===== config.mk =====
export PLATFORM = sky130hd
export DESIGN_NAME = vc_stats_tracker
export DESIGN_NICKNAME = d
export VERILOG_FILES = /design/src/rtl/vcst_pkg.sv /design/src/rtl/vcst_channel.sv /design/src/rtl/vcst_readport.sv /design/src/rtl/vc_stats_tracker.sv
export SDC_FILE = /design/constraint.sdc
export NUM_CORES = 1
export LEC_CHECK = 0
export BUFFER_PORTS_ARGS = -buffer_cell sky130_fd_sc_hd__buf_2
export CELL_PAD_IN_SITES_DETAIL_PLACEMENT = 0
export CELL_PAD_IN_SITES_GLOBAL_PLACEMENT = 1
export CORE_MARGIN = 2
export CORE_UTILIZATION = 35
export CTS_CLUSTER_DIAMETER = 30
export CTS_CLUSTER_SIZE = 10
export DETAILED_ROUTE_END_ITERATION = 10
export GPL_TIMING_DRIVEN = 0
export PLACE_DENSITY = 0.65
export REMOVE_ABC_BUFFERS = 1
export SYNTH_ARGS = -nofsm -noshare
export SYNTH_HDL_FRONTEND = slang
export SYNTH_SLANG_ARGS = --single-unit

===== constraint.sdc =====
create_clock -name clk -period 4.3 [get_ports clk]
set_input_delay 0 -clock clk [delete_from_list [all_inputs] [get_ports clk]]
set_output_delay 0 -clock clk [all_outputs]
set_load 0.02 [all_outputs]

===== src/rtl/vcst_pkg.sv =====
// Package: shared constants and types for the per-channel statistics tracker.
// Assumes byte addressing of 32-bit words on the read port.
package vcst_pkg;
    localparam int VC_W    = 4;
    localparam int DT_W    = 6;
    localparam int WC_W    = 16;
    localparam int LC_W    = 16;
    localparam int DATA_W  = 32;
    localparam logic [DT_W-1:0] LONG_DT_MIN = 6'h18;

    typedef struct packed {
        logic [LC_W-1:0] lines;
        logic [WC_W-1:0] bytes;
        logic [DT_W-1:0] dtype;
    } chan_stats_t;
endpackage


===== src/rtl/vcst_channel.sv =====
// Module: statistics registers for one virtual channel.
// Assumes the header strobe it receives has already been filtered to long
// packets. It matches both event streams against its own channel number.
module vcst_channel
    import vcst_pkg::*;
#(
    parameter int CH_ID = 0
) (
    input  logic            clk,
    input  logic            rst_n,
    input  logic            long_hdr,
    input  logic [VC_W-1:0] hdr_vc,
    input  logic [DT_W-1:0] hdr_dtype,
    input  logic [WC_W-1:0] hdr_wcount,
    input  logic            lbw_valid,
    input  logic [VC_W-1:0] lbw_vc,
    output logic            hdr_take,
    output logic            line_take,
    output chan_stats_t     stats
);
    localparam logic [VC_W-1:0] MY_VC = VC_W'(CH_ID);

    // Purpose: decide whether either event targets this channel.
    always_comb begin
        hdr_take  = long_hdr && (hdr_vc == MY_VC);
        line_take = lbw_valid && (lbw_vc == MY_VC);
    end

    // Purpose: load header fields for long packets of this channel.
    always_ff @(posedge clk) begin
        if (!rst_n) begin
            stats.bytes <= '0;
            stats.dtype <= '0;
        end else if (hdr_take) begin
            stats.bytes <= hdr_wcount;
            stats.dtype <= hdr_dtype;
        end
    end

    // Purpose: count stored lines, wrapping at the counter width.
    always_ff @(posedge clk) begin
        if (!rst_n)
            stats.lines <= '0;
        else if (line_take)
            stats.lines <= stats.lines + 1'b1;
    end

    // without a line-buffer write for this channel the count holds
    assert_line_hold_R4: assert property (@(posedge clk) disable iff (!rst_n)
        !line_take |=> $stable(stats.lines));
    // header fields only move on a filtered long-packet header
    assert_hdr_hold_R3: assert property (@(posedge clk) disable iff (!rst_n)
        !hdr_take |=> ($stable(stats.bytes) && $stable(stats.dtype)));
    // a stored data type is either the reset value or a long-packet code
    assert_dtype_long_R3: assert property (@(posedge clk) disable iff (!rst_n)
        (stats.dtype == '0) || (stats.dtype >= LONG_DT_MIN));
endmodule


===== src/rtl/vcst_readport.sv =====
// Module: address decode and registered read mux over all channel stats.
// Assumes word-aligned byte addresses. Each channel occupies 8 bytes
// starting at BASE_ADDR. Any other address reads as zero.
module vcst_readport
    import vcst_pkg::*;
#(
    parameter int NUM_VC    = 16,
    parameter int ADDR_W    = 8,
    parameter int BASE_ADDR = 'h60
) (
    input  logic              clk,
    input  logic              rst_n,
    input  chan_stats_t       stats [NUM_VC],
    input  logic              rd_en,
    input  logic [ADDR_W-1:0] rd_addr,
    output logic [DATA_W-1:0] rd_data
);
    localparam int STRIDE = 8;
    localparam int SPAN   = NUM_VC * STRIDE;
    localparam int IDX_W  = (NUM_VC > 1) ? $clog2(NUM_VC) : 1;

    int                offset;
    logic              mapped;
    logic              second_word;
    logic [IDX_W-1:0]  ch_idx;
    logic [DATA_W-1:0] rd_next;

    // Purpose: turn the byte address into channel index and word select.
    always_comb begin
        offset      = int'(rd_addr) - BASE_ADDR;
        mapped      = (offset >= 0) && (offset < SPAN) && (rd_addr[1:0] == 2'b00);
        second_word = rd_addr[2];
        ch_idx      = IDX_W'(offset / STRIDE);
    end

    // Purpose: pack the selected word, zero when unmapped.
    always_comb begin
        rd_next = '0;
        if (mapped) begin
            if (second_word)
                rd_next = {{(DATA_W-DT_W){1'b0}}, stats[ch_idx].dtype};
            else
                rd_next = {stats[ch_idx].lines, stats[ch_idx].bytes};
        end
    end

    // Purpose: register read data one cycle after the request, hold otherwise.
    always_ff @(posedge clk) begin
        if (!rst_n)
            rd_data <= '0;
        else if (rd_en)
            rd_data <= rd_next;
    end

    // idle cycles leave the read data unchanged
    assert_rd_hold_R9: assert property (@(posedge clk) disable iff (!rst_n)
        !rd_en |=> $stable(rd_data));
    // addresses below the window read as zero
    assert_low_unmapped_R8: assert property (@(posedge clk) disable iff (!rst_n)
        (rd_en && (int'(rd_addr) < BASE_ADDR)) |=> (rd_data == '0));
    // misaligned addresses read as zero
    assert_misaligned_R8: assert property (@(posedge clk) disable iff (!rst_n)
        (rd_en && (rd_addr[1:0] != 2'b00)) |=> (rd_data == '0));
    // the second word of a channel has its upper bits clear
    assert_word2_upper_R7: assert property (@(posedge clk) disable iff (!rst_n)
        (rd_en && rd_addr[2]) |=> (rd_data[DATA_W-1:DT_W] == '0));
endmodule


===== src/rtl/vc_stats_tracker.sv =====
// Module: top of the per-virtual-channel image statistics tracker.
// Filters header events down to long packets, fans both event streams out
// to one register set per channel, and serves reads of all of them.
// Assumes each event stream carries at most one event per cycle.
module vc_stats_tracker
    import vcst_pkg::*;
#(
    parameter int NUM_VC    = 16,
    parameter int ADDR_W    = 8,
    parameter int BASE_ADDR = 'h60
) (
    input  logic              clk,
    input  logic              rst_n,
    input  logic              hdr_valid,
    input  logic [VC_W-1:0]   hdr_vc,
    input  logic [DT_W-1:0]   hdr_dtype,
    input  logic [WC_W-1:0]   hdr_wcount,
    input  logic              lbw_valid,
    input  logic [VC_W-1:0]   lbw_vc,
    input  logic              rd_en,
    input  logic [ADDR_W-1:0] rd_addr,
    output logic [DATA_W-1:0] rd_data
);
    logic        long_hdr;
    logic [NUM_VC-1:0] hdr_take_v;
    logic [NUM_VC-1:0] line_take_v;
    chan_stats_t stats [NUM_VC];

    // Purpose: accept only headers of long packets for statistics.
    always_comb long_hdr = hdr_valid && (hdr_dtype >= LONG_DT_MIN);

    // Purpose: one independent statistics set per virtual channel.
    for (genvar g = 0; g < NUM_VC; g++) begin : g_chan
        vcst_channel #(.CH_ID(g)) u_chan (
            .clk        (clk),
            .rst_n      (rst_n),
            .long_hdr   (long_hdr),
            .hdr_vc     (hdr_vc),
            .hdr_dtype  (hdr_dtype),
            .hdr_wcount (hdr_wcount),
            .lbw_valid  (lbw_valid),
            .lbw_vc     (lbw_vc),
            .hdr_take   (hdr_take_v[g]),
            .line_take  (line_take_v[g]),
            .stats      (stats[g])
        );
    end

    vcst_readport #(
        .NUM_VC    (NUM_VC),
        .ADDR_W    (ADDR_W),
        .BASE_ADDR (BASE_ADDR)
    ) u_read (
        .clk     (clk),
        .rst_n   (rst_n),
        .stats   (stats),
        .rd_en   (rd_en),
        .rd_addr (rd_addr),
        .rd_data (rd_data)
    );

    // a header updates at most one channel
    assert_one_hdr_R10: assert property (@(posedge clk) disable iff (!rst_n)
        $onehot0(hdr_take_v));
    // a line-buffer write bumps at most one channel
    assert_one_line_R10: assert property (@(posedge clk) disable iff (!rst_n)
        $onehot0(line_take_v));
    // a short or sync header reaches no channel
    assert_short_ignored_R3: assert property (@(posedge clk) disable iff (!rst_n)
        (hdr_valid && (hdr_dtype < LONG_DT_MIN)) |-> (hdr_take_v == '0));
    // a line write is still taken while a long header lands
    assert_both_events_R6: assert property (@(posedge clk) disable iff (!rst_n)
        (long_hdr && lbw_valid) |-> ($countones(hdr_take_v) == 1 && $countones(line_take_v) == 1));
endmodule


Word-level counts from Yosys, hierarchy flattened
Index checks and enable logic that the tools add are counted.
{ "totals": {"regBits": 640, "output_inout_bits": 32, "wordCells": 147} }
{ "classes": {"add_sub_neg": 18, "order_cmp": 4, "eq_ne": 30, "mux": 5, "n_bitwise": 2, "n_reduce_logical": 39} }
{ "ops": {"columns": ["operator", "count"], "rows": [
  ["$add 16x1->16 const B", 16],
  ["$bmux 38 s4", 1],
  ["$mux 38", 2],
  ["$eq 4x4->1 const B", 16],
  ["$mux 32", 2],
  ["$logic_and 1x1->1", 35],
  ["$eq 4x3->1 const B", 8],
  ["$eq 4x2->1 const B", 4],
  ["$ge 9x1->1 const B", 1],
  ["$lt 9x9->1 const B", 1],
  ["$sub 8x7->9 const B", 1],
  ["$eq 4x1->1 const B", 2],
  ["$logic_not 4->1", 2],
  ["$ge 6x5->1 const B", 1],
  ["$ge 5x5->1 const B", 1],
  ["$not 4->5", 1],
  ["$add 4x1->4", 1],
  ["$reduce_or 3->1", 1],
  ["$logic_not 2->1", 1],
  ["$and 1x1->1", 1]
]} }

Depth between registers and ports, before layout
{ "logic_depth": {"ltp_word": 10, "depth_mapped": 12} }

Cells and area by module
A second synthesis with hierarchy kept.
{ "hier_totals": {"hier_cells": 3498, "hier_area_um2": 30853.3} }
{ "modules_own_cells": {"columns": ["mod", "n_inst", "cells_per_inst", "area_each_um2", "seq_area_each_um2"], "rows": [
  ["vcst_channel (g_chan[10].u_chan ...)", 4, 183, 1571.5, 760.7],
  ["vcst_readport", 1, 541, 5948.2, 640.6],
  ["vcst_channel (g_chan[11].u_chan ...)", 2, 188, 1574.0, 760.7],
  ["vcst_channel (g_chan[4].u_chan ...)", 2, 183, 1559.0, 760.7],
  ["vcst_channel (g_chan[1].u_chan ...)", 2, 188, 1549.0, 760.7],
  ["vcst_channel (g_chan[13].u_chan ...)", 2, 186, 1540.2, 760.7],
  ["vcst_channel (g_chan[12].u_chan)", 1, 183, 1567.8, 760.7],
  ["vcst_channel (g_chan[3].u_chan)", 1, 183, 1549.0, 760.7],
  ["vcst_channel (g_chan[15].u_chan)", 1, 184, 1526.5, 760.7],
  ["vcst_channel (g_chan[0].u_chan)", 1, 183, 1520.2, 760.7],
  ["vc_stats_tracker", 1, 2, 11.3, 0.0]
]} }

Worst setup path before layout
No wires, ideal clock.
{ "synth_path": {"path_kind": "input port to flip-flop", "from": "input rd_addr[2]", "to": "register u_read.rd_data[6]", "setup_ns": 0.117, "arrival_ns": 2.209, "slack_ns": 1.974, "path_stages": 11, "n_path_buf": 3, "cell_sequence": "nor3_1 -> a211oi_1 -> ha_1 -> ha_1 -> buf_4 -> buf_2 -> buf_1 -> mux4_2 -> nand2_1 -> nand3_1 -> a32o_1"} }
{ "synth_between": {"elab_chain_cells": 10, "word_cells_on_any_way": 14} }
{ "synth_lines": {"columns": ["item", "line", "text"], "rows": [
  ["from (decl)", "vc_stats_tracker.sv:21", "input logic [ADDR_W-1:0] rd_addr,"],
  ["$sub 8x7->9", "vcst_readport.sv:30", "offset = int'(rd_addr) - BASE_ADDR;"],
  ["$reduce_or 3->1 (no line)", null, null],
  ["$and 1x1->1 (no line)", null, null],
  ["$add 4x1->4 (no line)", null, null],
  ["$not 4->5 (not written as such)", "vcst_readport.sv:43", "rd_next = {stats[ch_idx].lines, stats[ch_idx].bytes};"],
  ["$bmux 38 s4", "vcst_readport.sv:43", null],
  ["$mux 38 (2 in a row)", null, null],
  ["$mux 32", "vcst_readport.sv:40", "if (second_word)"],
  ["$mux 32 *", "vcst_readport.sv:39", "if (mapped) begin"],
  ["to (signal assigned)", "vcst_readport.sv:52", "rd_data <= rd_next;"],
  ["to (decl)", "vcst_readport.sv:16", "output logic [DATA_W-1:0] rd_data"]
]} }
Every way passes the cells marked *; elsewhere a longest branch is shown, timed or not. The select of a mux whose other input is x is not followed.
A chain may end at the register's enable or synchronous reset.

Worst setup path after layout
{ "layout_path": {"from": "input rd_addr[2]", "to": "register u_read.rd_data[19]"} }
Same word-level chain as after synthesis.

==> impl_metrics.csv <==
group,metric,value,unit
logic_synthesis,ys_ff_latch,640,
logic_synthesis,syn_inst,3439,
layout,n_antenna_cell,0,
timing,fin_crit_sh,0.832,
layout,drive_above_1_share,0.145,
clock_network,insertion_delay,0.71,ns
global_route,grt_max_degree,176,
clock_network,clock_sinks,640,
worst_setup_path,crit_arrival,4.16,ns
power_and_ir_drop,total_power,18.3,mW
layout,fill_cells,8500,
logic_synthesis,ys_warn_count,0,
die,ioPinCount,75,
worst_setup_path,crit_path_end_kind,"register",
logic_synthesis,synth-xor-area-share,0.0552,
die,initial_utilization,0.354,
timing,rsz0062_at_grt,"no",
global_route,grt_pass1_wl,146,mm
global_route,gr-max-usage-layer,"met2",
timing,skew,0.0211,ns
timing,finalHoldViolations,0,
hold_path,hp-class,"primary input to register",
die,die-area,90400,um^2
timing,fmaxAchievable,279,MHz
drt,drt_wl_total,94.4,mm
worst_setup_path,critPathLaunchType,"primary input",
clock_network,postCtsHoldBufs,36,
clock_network,clockBufferDepth,3,
placement,port-buffer-count,74,
layout,stdcell_area,38000,um^2
drt,wl_per_cell,19.9,um
timing,setup_violations,0,
drt,route.detailed.drc,0,
global_route,grt_pass1_vias,24365,
logic_synthesis,syn-cell-area,30800,um^2
layout,area_growth,23.3,%
global_route,grt_use_met3,0.0396,
timing,drv_slew,0,
drt,avgViaCountPerCell,5.17,
worst_setup_path,timing.critical_path.fanout_max,40,
logic_synthesis,yosys.area.top_type,"dfxtp_1",
logic_synthesis,muxShareOfSynthArea,0.112,
die,design.core.area,87000,um^2
worst_setup_path,path_class,"primary input to register",
logic_synthesis,synth_top_area_frac,0.416,
clock_network,root_buffer,"clkbuf_16",
placement,dpl.hpwl,58.6,mm
logic_synthesis,async_flop_share,0,
drt,routed-via-count,24533,
placement,dpl_cell_area,32600,um^2
job,timing.max_cap.violations,0,
worst_setup_path,crit_slowest_cell,"ha_4",
placement,routabilityCongestion,0.770,
logic_synthesis,synth_top_family_by_area,"simple AND/OR/NAND/NOR gates",
worst_setup_path,crit_required,4.88,ns
logic_synthesis,yosys.area_share.adder,0.00772,
clock_network,cts_made_buffers,146,
global_route,grt.met2_usage,0.335,
logic_synthesis,synthTopCellsByArea,"dfxtp_1, nand2_1, mux4_2",
layout,fin_nets,3544,
clock_network,cts_tree,"done",
global_route,track_usage,0.209,
drt,antenna_left,0,
die,core.rowCount,108,
outcome,status,"complete, no violations",
layout,final_cell_mix,"nand2_1, dfxtp_1, a21boi_0, and2_1, clkbuf_16",
power_and_ir_drop,irDropWorstVdd,0.000450,V
power_and_ir_drop,leakage,13.4,nW
worst_setup_path,slowest_delay,0.72,ns
timing,tightest_slew,1.45,ns
logic_synthesis,synth_edf_count,0,
layout,final_common_cell,"nand2_1",
global_route,grtUsageMet1,0.280,
clock_network,cts_resized,0,
global_route,antenna_found_initial,3,
die,die_h,301,um
power_and_ir_drop,pwr_density_cell,481,nW/um^2
timing,min_period,3.58,ns
logic_synthesis,syn_avg_cell_area,8.96,um^2
logic_synthesis,synth_cell_types,52,
drt,firstDrtPassIters,5,
clock_network,cts_setup_buffers,0,
timing,hold_slack,0.141,ns
die,die_w,301,um
clock_network,clk_pin_slew,0.05,ns
global_route,grt-ovfl-total,0,
layout,fin_util,0.437,
logic_synthesis,seq_area_frac_synth,0.416,
timing,relSlewSlack,0.0342,
logic_synthesis,synth_compound_area_frac,0.126,
clock_network,htreeDepth,4,
logic_synthesis,synth_simple_gate_area_share,0.245,
logic_synthesis,synth_ff_type,"dfxtp_1",
drt,drt_iter0_drc,1721,
worst_setup_path,worstPathCellList,"dlygate4sd3_1, buf_2, nor3_1, a211oi_1, ha_4, buf_16, buf_16, mux4_2, nand2_1, nand3_1, a32o_1, dlygate4sd3_1",
[worst paths after layout]
kind                          startpoint                    endpoint  slack (ns)  cells after the start
max                           rd_addr[2]          u_read.rd_data[19]        0.72                     12
min                           rd_addr[1]           u_read.rd_data[5]        0.14                      4
max reg2reg  g_chan[12].u_chan.stats[25]          u_read.rd_data[19]        2.17                      5
min reg2reg   g_chan[12].u_chan.stats[4]  g_chan[12].u_chan.stats[4]        0.45                      2
[metrics by stage]
stage / setup slack [ns] / setup TNS (ns) / instances
after floorplan: -2.25 / -71.87 / 3182
after global placement: -7.35 / -2113.13 / 4411
after detailed placement: 0.922 / 0 / 4453
after CTS: 0.686 / 0 / 4748
after global routing: 0.442 / 0 / 4748
final: 0.721 / 0 / 4748
[synth_stat cells, drive strengths merged (4+ instances only)]
master,instances
nor2b,17
dfxtp,640
and2,193
a22oi,5
or2,5
a32o,26
inv,26
nor3b,4
xor2,79
clkbuf,190
o211ai,11
mux2i,18
o21ai,57
nand2,941
buf,67
mux4,145
nor4,24
nand4,77
xnor2,113
and3,22
nand2b,12
nor2,37
or3,52
a32oi,6
nand3,143
and4,27
a21boi,414
ha,19
nor3,48
[area by class of cell]
class / count / area [um^2] / share of cell area
multi-input combinational: 2516 / 17000 / 0.448
timing repair buffer: 152 / 1640 / 0.0431
inverter: 26 / 97.6 / 0.00257
tap: 1155 / 1450 / 0.0380
clock inverter: 47 / 682 / 0.0180
sequential: 640 / 12800 / 0.337
clock buffer: 212 / 4310 / 0.113
[sequential cells by signal (all words and copies together), names as in the netlist]
signal               count
g_chan.u_chan.stats    608
u_read.rd_data          32
[power breakdown]
part	total [mW]	switching [mW]	internal [mW]
Combinational	1.04	0.651	0.389
Sequential	6.01	0.0201	5.99
Clock	11.2	3.42	7.81
[metal layers]
metal  wire length (um)  vias up
li1                   -    11983
met1              43600    11842
met2              43500      535
met3               4660      167
met4               2570        6
met5                 44        -
[kinds of logic after synthesis]
logic type,after synthesis
and+or+nand+nor,1614
DFF,640
AOI/OAI and AO/OA,528
buffers and inverters,283
xor gates and xnor gates,192
muxes,163
adders and majority gates,19
[critical path, delay by kind of cell]
family / cells / cell delay, ns
buffers and inverters: 5 / 1.89
AND/OR/NAND/NOR: 3 / 0.50
AO/OA/AOI/OAI: 2 / 0.45
adder cells (fa/ha/maj): 1 / 0.72
multiplexers: 1 / 0.55
No activity file was read; power rests on OpenSTA's default activity.
